File: config.mk
export PLATFORM = sky130hd
export DESIGN_NAME = tlbinv_engine
export DESIGN_NICKNAME = d
export VERILOG_FILES = /design/src/rtl/tlbinv_pkg.sv /design/src/rtl/tlbinv_decode.sv /design/src/rtl/tlbinv_match.sv /design/src/rtl/tlbinv_engine.sv
export SDC_FILE = /design/constraint.sdc
export NUM_CORES = 1
export LEC_CHECK = 0
export BUFFER_PORTS_ARGS = -buffer_cell sky130_fd_sc_hd__buf_4
export CORE_UTILIZATION = 55
export CTS_CLUSTER_DIAMETER = 150
export DETAILED_ROUTE_END_ITERATION = 10
export PLACE_DENSITY = 0.81
export SLEW_MARGIN = 0
export SYNTH_ARGS = -nofsm -noshare
export SYNTH_HDL_FRONTEND = slang
export SYNTH_SLANG_ARGS = --single-unit
File: constraint.sdc
create_clock -name clk -period 4.7 [get_ports clk]
set_input_delay 0.94 -clock clk [delete_from_list [all_inputs] [get_ports clk]]
set_output_delay 0.94 -clock clk [all_outputs]
set_load 0.03 [all_outputs]
File: src/rtl/tlbinv_pkg.sv
package tlbinv_pkg;
  localparam int ASID_W = 16;
  localparam int VPN_W  = 44;
  localparam int OP_W   = 64;

  typedef enum logic [1:0] {
    GR_NONE = 2'b00,
    GR_4K   = 2'b01,
    GR_16K  = 2'b10,
    GR_64K  = 2'b11
  } gran_e;

  typedef struct packed {
    logic              valid;
    logic              stage1;
    logic              glob;
    logic [ASID_W-1:0] asid;
    logic [VPN_W-1:0]  vpn;
    gran_e             gran;
    logic [1:0]        level;
    logic              leaf;
  } tlb_entry_t;

  typedef struct packed {
    logic [ASID_W-1:0] asid;
    logic              hint_on;
    gran_e             hint_gran;
    logic [1:0]        hint_level;
    logic [VPN_W-1:0]  vpn;
  } inv_cmd_t;

  // Address bits that take part in the compare for a given granule
  function automatic logic [VPN_W-1:0] page_mask(gran_e g);
    logic [VPN_W-1:0] m;
    m = '1;
    case (g)
      GR_16K:  m[1:0] = 2'b00;
      GR_64K:  m[3:0] = 4'b0000;
      default: m = '1;
    endcase
    return m;
  endfunction

  // A hint filters only when it names a granule and a non-reserved level
  function automatic logic hint_usable(logic [3:0] h);
    return (h[3:2] != 2'b00) && (h[1:0] != 2'b00) &&
           !((h[3:2] == 2'b10) && (h[1:0] == 2'b01));
  endfunction
endpackage

File: src/rtl/tlbinv_decode.sv
module tlbinv_decode
  import tlbinv_pkg::*;
(
  input  logic [OP_W-1:0] operand,
  input  logic            narrow,
  output inv_cmd_t        cmd
);
  localparam int ASID_LSB = OP_W - ASID_W;
  localparam int HINT_LSB = VPN_W;

  logic [3:0]        hint;
  logic [ASID_W-1:0] raw_asid;

  assign hint     = operand[HINT_LSB +: 4];
  assign raw_asid = operand[ASID_LSB +: ASID_W];

  always_comb begin
    cmd            = '0;
    cmd.vpn        = operand[VPN_W-1:0];
    cmd.asid       = raw_asid;
    if (narrow) cmd.asid[ASID_W-1:ASID_W/2] = '0;
    cmd.hint_on    = hint_usable(hint);
    cmd.hint_gran  = gran_e'(hint[3:2]);
    cmd.hint_level = hint[1:0];
  end
endmodule

File: src/rtl/tlbinv_match.sv
module tlbinv_match
  import tlbinv_pkg::*;
#(
  parameter int NUM_ENTRIES = 8
) (
  input  tlb_entry_t             ents [NUM_ENTRIES],
  input  inv_cmd_t               cmd,
  output logic [NUM_ENTRIES-1:0] hit
);
  for (genvar i = 0; i < NUM_ENTRIES; i++) begin : g_cmp
    logic [VPN_W-1:0] msk;
    logic addr_ok, asid_ok, hint_ok, kind_ok;
    assign msk     = page_mask(ents[i].gran);
    assign addr_ok = ((ents[i].vpn ^ cmd.vpn) & msk) == '0;
    assign asid_ok = ents[i].glob || (ents[i].asid == cmd.asid);
    assign hint_ok = !cmd.hint_on ||
                     ((ents[i].gran == cmd.hint_gran) && (ents[i].level == cmd.hint_level));
    assign kind_ok = ents[i].valid && ents[i].stage1 && ents[i].leaf;
    assign hit[i]  = kind_ok && addr_ok && asid_ok && hint_ok;
  end
endmodule

File: src/rtl/tlbinv_engine.sv
module tlbinv_engine
  import tlbinv_pkg::*;
#(
  parameter int NUM_ENTRIES = 8,
  parameter int IDX_W       = $clog2(NUM_ENTRIES)
) (
  input  logic                   clk,
  input  logic                   rst_n,
  input  logic                   fill_en,
  input  logic [IDX_W-1:0]       fill_idx,
  input  logic                   fill_stage1,
  input  logic                   fill_global,
  input  logic [15:0]            fill_asid,
  input  logic [43:0]            fill_vpn,
  input  logic [1:0]             fill_gran,
  input  logic [1:0]             fill_level,
  input  logic                   fill_leaf,
  input  logic                   inv_req,
  input  logic [63:0]            inv_operand,
  input  logic                   asid_narrow,
  output logic [NUM_ENTRIES-1:0] entry_valid,
  output logic                   done
);
  tlb_entry_t             ents [NUM_ENTRIES];
  tlb_entry_t             fill_ent;
  inv_cmd_t               cmd;
  logic [NUM_ENTRIES-1:0] hit;
  logic [NUM_ENTRIES-1:0] leaf_s1_vec;
  logic                   fill_take;

  assign fill_take = fill_en && !inv_req;

  always_comb begin
    fill_ent        = '0;
    fill_ent.valid  = 1'b1;
    fill_ent.stage1 = fill_stage1;
    fill_ent.glob   = fill_global;
    fill_ent.asid   = fill_asid;
    fill_ent.vpn    = fill_vpn;
    fill_ent.gran   = gran_e'(fill_gran);
    fill_ent.level  = fill_level;
    fill_ent.leaf   = fill_leaf;
  end

  tlbinv_decode u_dec (
    .operand (inv_operand),
    .narrow  (asid_narrow),
    .cmd     (cmd)
  );

  tlbinv_match #(.NUM_ENTRIES(NUM_ENTRIES)) u_match (
    .ents (ents),
    .cmd  (cmd),
    .hit  (hit)
  );

  always_ff @(posedge clk) begin
    if (!rst_n) begin
      for (int i = 0; i < NUM_ENTRIES; i++) ents[i] <= '0;
      done <= 1'b0;
    end else begin
      for (int i = 0; i < NUM_ENTRIES; i++) begin
        if (inv_req && hit[i])
          ents[i].valid <= 1'b0;
        else if (fill_take && (fill_idx == IDX_W'(i)))
          ents[i] <= fill_ent;
      end
      done <= inv_req;
    end
  end

  for (genvar i = 0; i < NUM_ENTRIES; i++) begin : g_out
    assign entry_valid[i] = ents[i].valid;
    assign leaf_s1_vec[i] = ents[i].leaf && ents[i].stage1;


    hit_clear_chk: assert property (@(posedge clk) disable iff (!rst_n)
      (inv_req && hit[i]) |=> !entry_valid[i]);
  end


  leaf_only_chk: assert property (@(posedge clk) disable iff (!rst_n)
    (hit & ~leaf_s1_vec) == '0);


  done_follow_chk: assert property (@(posedge clk) disable iff (!rst_n)
    inv_req |=> done);


  no_fill_clear_chk: assert property (@(posedge clk) disable iff (!rst_n)
    !inv_req |=> ((entry_valid & $past(entry_valid)) == $past(entry_valid)));


  fill_block_chk: assert property (@(posedge clk) disable iff (!rst_n)
    (inv_req && fill_en && !entry_valid[fill_idx]) |=> !entry_valid[$past(fill_idx)]);
endmodule

* After elaboration in Yosys (flattened, before gate mapping) *
Cells that the tools add are included.
W data, S select, Z words.

storage, ports and cells
  register bits after elaboration = 545
  logic and storage cells = 278
  input bits = 139

operators by class
  reduce and logical (&&, ||, !) cells = 122
  eq/ne operators = 49
  muxes and demuxes = 17
  bitwise operators = 25

operators with widths
  cell                  number
  $and A44 B44 Y44      8
  $logic_not A44 Y1     8
  $xor A44 B44 Y44      8
  $eq A16 B16 Y1        8
  $logic_and A1 B1 Y1   68
  $eq A2 B2 Y1 const B  17
  $eq A2 B2 Y1          16
  $mux W2               16
  $reduce_or A2 Y1      16
  $logic_or A1 B1 Y1    16
  $reduce_and A2 Y1     8
  $eq A3 B3 Y1 const B  4
  $not A1 Y1            9
  $mux W8               1
  $eq A3 B2 Y1 const B  2
  $reduce_bool A2 Y1    2
  $eq A3 B1 Y1 const B  1
  $logic_not A1 Y1      3
  $logic_not A3 Y1      1
  $eq A2 B1 Y1 const B  1

* Depth between registers and ports, before layout *
  depth in word-level cells = 11
  depth in mapped cells = 8
  depth with buffers taken out = 5

* Hierarchy *
A second synthesis with hierarchy kept.

second synthesis, totals
  cell total of the unflattened synthesis = 2702
  area total of the unflattened synthesis = 26040.0 µm²

by module, submodules not included
  module         seq. area each (µm²)  cells each  area an instance (µm²)  instances
  tlbinv_engine  10910.5               1859        19422.4                 1
  tlbinv_match   0.0                   776         6134.6                  1
  tlbinv_decode  0.0                   67          483.0                   1

* Worst setup path after synthesis *
Ideal clock, no wire load.

  kind = input-to-reg
  start = input port inv_operand[55]
  end = register, netlist name entry_valid[2]
  stages = 6
  data required time = 4.569 ns
  slack = 2.315 ns
  data arrival time = 2.254 ns
  cells stage by stage = clkbuf_1 xor2_1 a2111o_1 a311oi_1 a41o_1 a31oi_1

on the way
  cells in the longest elaborated chain, start to end = 6

RTL lines
  what                               line                 source
  start: declaration                 tlbinv_engine.sv:19  input logic [63:0] inv_operand,
  $eq A16 B16 Y1                     tlbinv_match.sv:15   assign asid_ok = ents[i].glob || (ents[i].asid == cmd.asid);
  $logic_or A1 B1 Y1                 tlbinv_match.sv:15
  $logic_and A1 B1 Y1 (2 in a row)   tlbinv_match.sv:19   assign hit[i] = kind_ok && addr_ok && asid_ok && hint_ok;
  $logic_and A1 B1 Y1                tlbinv_engine.sv:63  if (inv_req && hit[i])
  $reduce_or A2 Y1 (no source line)  n/a

Every way passes these cells.
A chain may end at the register's enable or synchronous reset.

* Worst setup path in the final report *
  start = input port inv_req
  end = register, netlist name ents[490]

on the way
  cells in the longest elaborated chain, start to end = 4

RTL lines
  what                                  line                 source
  start: declaration                    tlbinv_engine.sv:18  input logic inv_req,
  $logic_not A1 Y1                      tlbinv_engine.sv:31  assign fill_take = fill_en && !inv_req;
  $logic_and A1 B1 Y1                   tlbinv_engine.sv:31
  $logic_and A1 B1 Y1                   tlbinv_engine.sv:65  else if (fill_take && (fill_idx == IDX_W'(i)))
  $reduce_and A2 Y1 (no source line) *  n/a

Mark *: on every way between the ends. The rest lies on a longest branch, timed or not.

==> results.md <==
* Initial antenna violation count at 5
* Leakage power at 10.3 nW
* DRT Wirelength at 85800 um
* DR pass1 iterations at 5
* Post-CTS setup buffers at 0
* Routed WL per cell at 22.0 um
* Worst slew margin at 25.3%
* Post-synthesis compound-gate area fraction at 18.0%
* Core region area at 48100 sq um
* DIE AREA at 50100 sq um
* Dpl hpwl at 56600 um
* Commonest cells in the netlist: nand2_1, dfxtp_1, a21boi_0
* Yosys top cell area share at 40.3%
* Initial Util at 56.2%
* CTS tree: built
* F_max at 369 MHz
* Worst Path Arrival at 3.19 ns
* XOR/XNOR share of the synthesized area at 15.5%
* Mapped Nets at 3452
* EDFF count, synth at 0
* Adder-cell share of the synthesized area at 0%
* Worst VDD drop at 0.000268 V
* Hold crit path type: reg2reg
* Mux share of post-synthesis cell area at 0%
* Worst-margin pin slew at 1.12 ns
* Num ports at 148
* Die X at 224 um
* Gate Count Post-Synth at 3313
* Clk_skew at 0.0307 ns
* Area of the mapped netlist at 27000 sq um
* Worst setup SP type: input pin
* Clock Tree Root: clkbuf_16
* Nets at 3351
* Final setup vio count at 0
* Seq. cell area at 10900 sq um
* Routed via count at 22900
* H-tree levels at 2
* Max Root-Sink Buffers at 3
* WP data required at 5.19 ns
* Clk slew on worst S/H paths at 0.06 ns
* PwrDens at 341 nW/um^2
* Tot Pwr at 10.1 mW
* Num CTS Buffers at 54
* Placement Cell Area at 27800 sq um
* Gpl congestion at 0.952
* GRT Overall Usage at 33.9%
* Tmin final at 2.71 ns
* Fraction of final layout cells sized beyond drive strength 1 at 8.48%
* Count leader, synth: nand2_1
* Total Neg Setup Slack at 0 ns
* First-pass GRT wire length at 130000 um
* Grt total ovfl at 0
* Synth async-reset ratio at 0%
* Syn_area_per_cell at 8.16 sq um
* Critical path capture point type: flip-flop
* Crit path max fanout at 37
* ANT nets after route at 0
* Finished Cell Area at 29600 sq um
* Die Span Y at 224 um
* PortBufs at 147
* Cell taking the most area after synthesis: dfxtp_1
* Multi-input gate area at 14600 sq um
* Crit Path Class: in2reg
* Drt initial violations at 2647
* Worst-Skew Late Latency at 0.62 ns
* Slew Limit Fails at 0
* Via density per instance at 5.86
* Fillcell total at 4096
* Resized Gates After CTS at 0
* Hold Slack at 0.460 ns
* TritonCTS Sinks at 545
* Worst Reg-to-Reg Cells at 5
* Yosys reg bits at 545
* Synth Area in Simple Gates at 20.4%
* Top cells by area, synth: dfxtp_1, nand2_1, a21boi_0
* Row Count at 80
* Register area share after synthesis at 40.3%
* Syn. warnings at 0
* Vias in the first global route at 21300
* Hold buffer count at CTS at 0
* Final hold violations at 0
* Status: complete, no violations
* Pin count of the biggest net entering global routing at 157
* Post-synthesis cell type count at 47
* Worst hold path depth at 2
* Max-cap violations at 0
* RSZ-0062 raised after global routing: false
* Largest family of logic cells by synthesized area: simple AND/OR/NAND/NOR gates
* Main synth FF type: dfxtp_1
* Area Growth Syn to Fin at 9.28%
* DRC viols at 0
* Final period utilization at 57.6%
-- layout make-up --
type | instances | area share (%)
Antenna cell | 1 | 0.00847
Sequential cell | 545 | 36.9
Clock buffer | 82 | 5.58
Clock inverter | 15 | 0.449
Timing Repair Buffer | 171 | 4.75
Multi-Input combinational cell | 2438 | 49.5
Inverter | 2 | 0.0254
Tap cell | 656 | 2.78
-- cells in the final DEF, fill, tap and decap left out, types with 8 or more instances in the layout --
cell	instances
nand2_1	1082
dfxtp_1	545
a21boi_0	414
xor2_1	271
xnor2_1	207
buf_4	161
a21boi_1	123
nor4_1	77
nand4_1	57
clkbuf_16	55
nor2_1	22
nor2b_1	22
o32ai_1	22
a32oi_1	17
clkbuf_8	17
nor3_1	14
a31oi_1	13
o21ai_0	11
clkinv_2	11
clkbuf_1	10
buf_12	9
nor4b_1	8
a41o_1	8
-- kinds of logic after synthesis --
| family | count (synthesis) |
|---|---|
| XOR/XNOR | 478 |
| AO/OA/AOI/OAI | 641 |
| flip-flops | 545 |
| buffers and inverters | 330 |
| AND/OR/NAND/NOR | 1319 |
-- sequential cells by signal, summed over array words and instances, names as in the netlist --
name,cells
done,1
entry_valid,8
ents,536
-- stage by stage --
stage | cells | util [%] | setup WS (ns)
finish | 3910 | 61.4 | 1.99
detailed placement | 3812 | 57.7 | 1.39
global route | 3909 | 61.4 | 1.88
floorplan | 3313 | - | 2.32
global placement | 3812 | 57.7 | 1.43
CTS | 3909 | 61.4 | 2.02
-- routing by layer --
layer	global-route usage, %	vias to the layer above	part of all wire, %
met5	0	-	0.045
met1	43.8	10800	40
met3	6.96	278	9.9
li1	-	10600	-
met2	53.2	1148	44
met4	18.7	6	6.1
-- critical path, cell delays in order --
cell	delay, ns
buf_4	0.16
or3b_1	0.58
or3_2	0.88
buf_4	0.41
nand2_1	0.11
a21boi_0	0.08
-- worst paths after layout --
kind                                             start                     endpoint  slack (ns)
worst max-delay path                           inv_req       ents[490]$_SDFFE_PN0P_        1.99
worst min-delay path            ents[405]$_SDFFE_PN0P_       ents[405]$_SDFFE_PN0P_        0.46
worst max register to register  ents[243]$_SDFFE_PN0P_  entry_valid[4]$_SDFFE_PP0P_        2.35
worst min register to register  ents[405]$_SDFFE_PN0P_       ents[405]$_SDFFE_PN0P_        0.46
-- power breakdown --
part	switching (mW)	total, mW	internal [mW]
registers	0.0450	4.72	4.68
logic	0.604	0.949	0.345
clock network	1.89	4.41	2.52
total	2.54	10.1	7.54
Note: power is estimated with default switching activity, not from simulation.
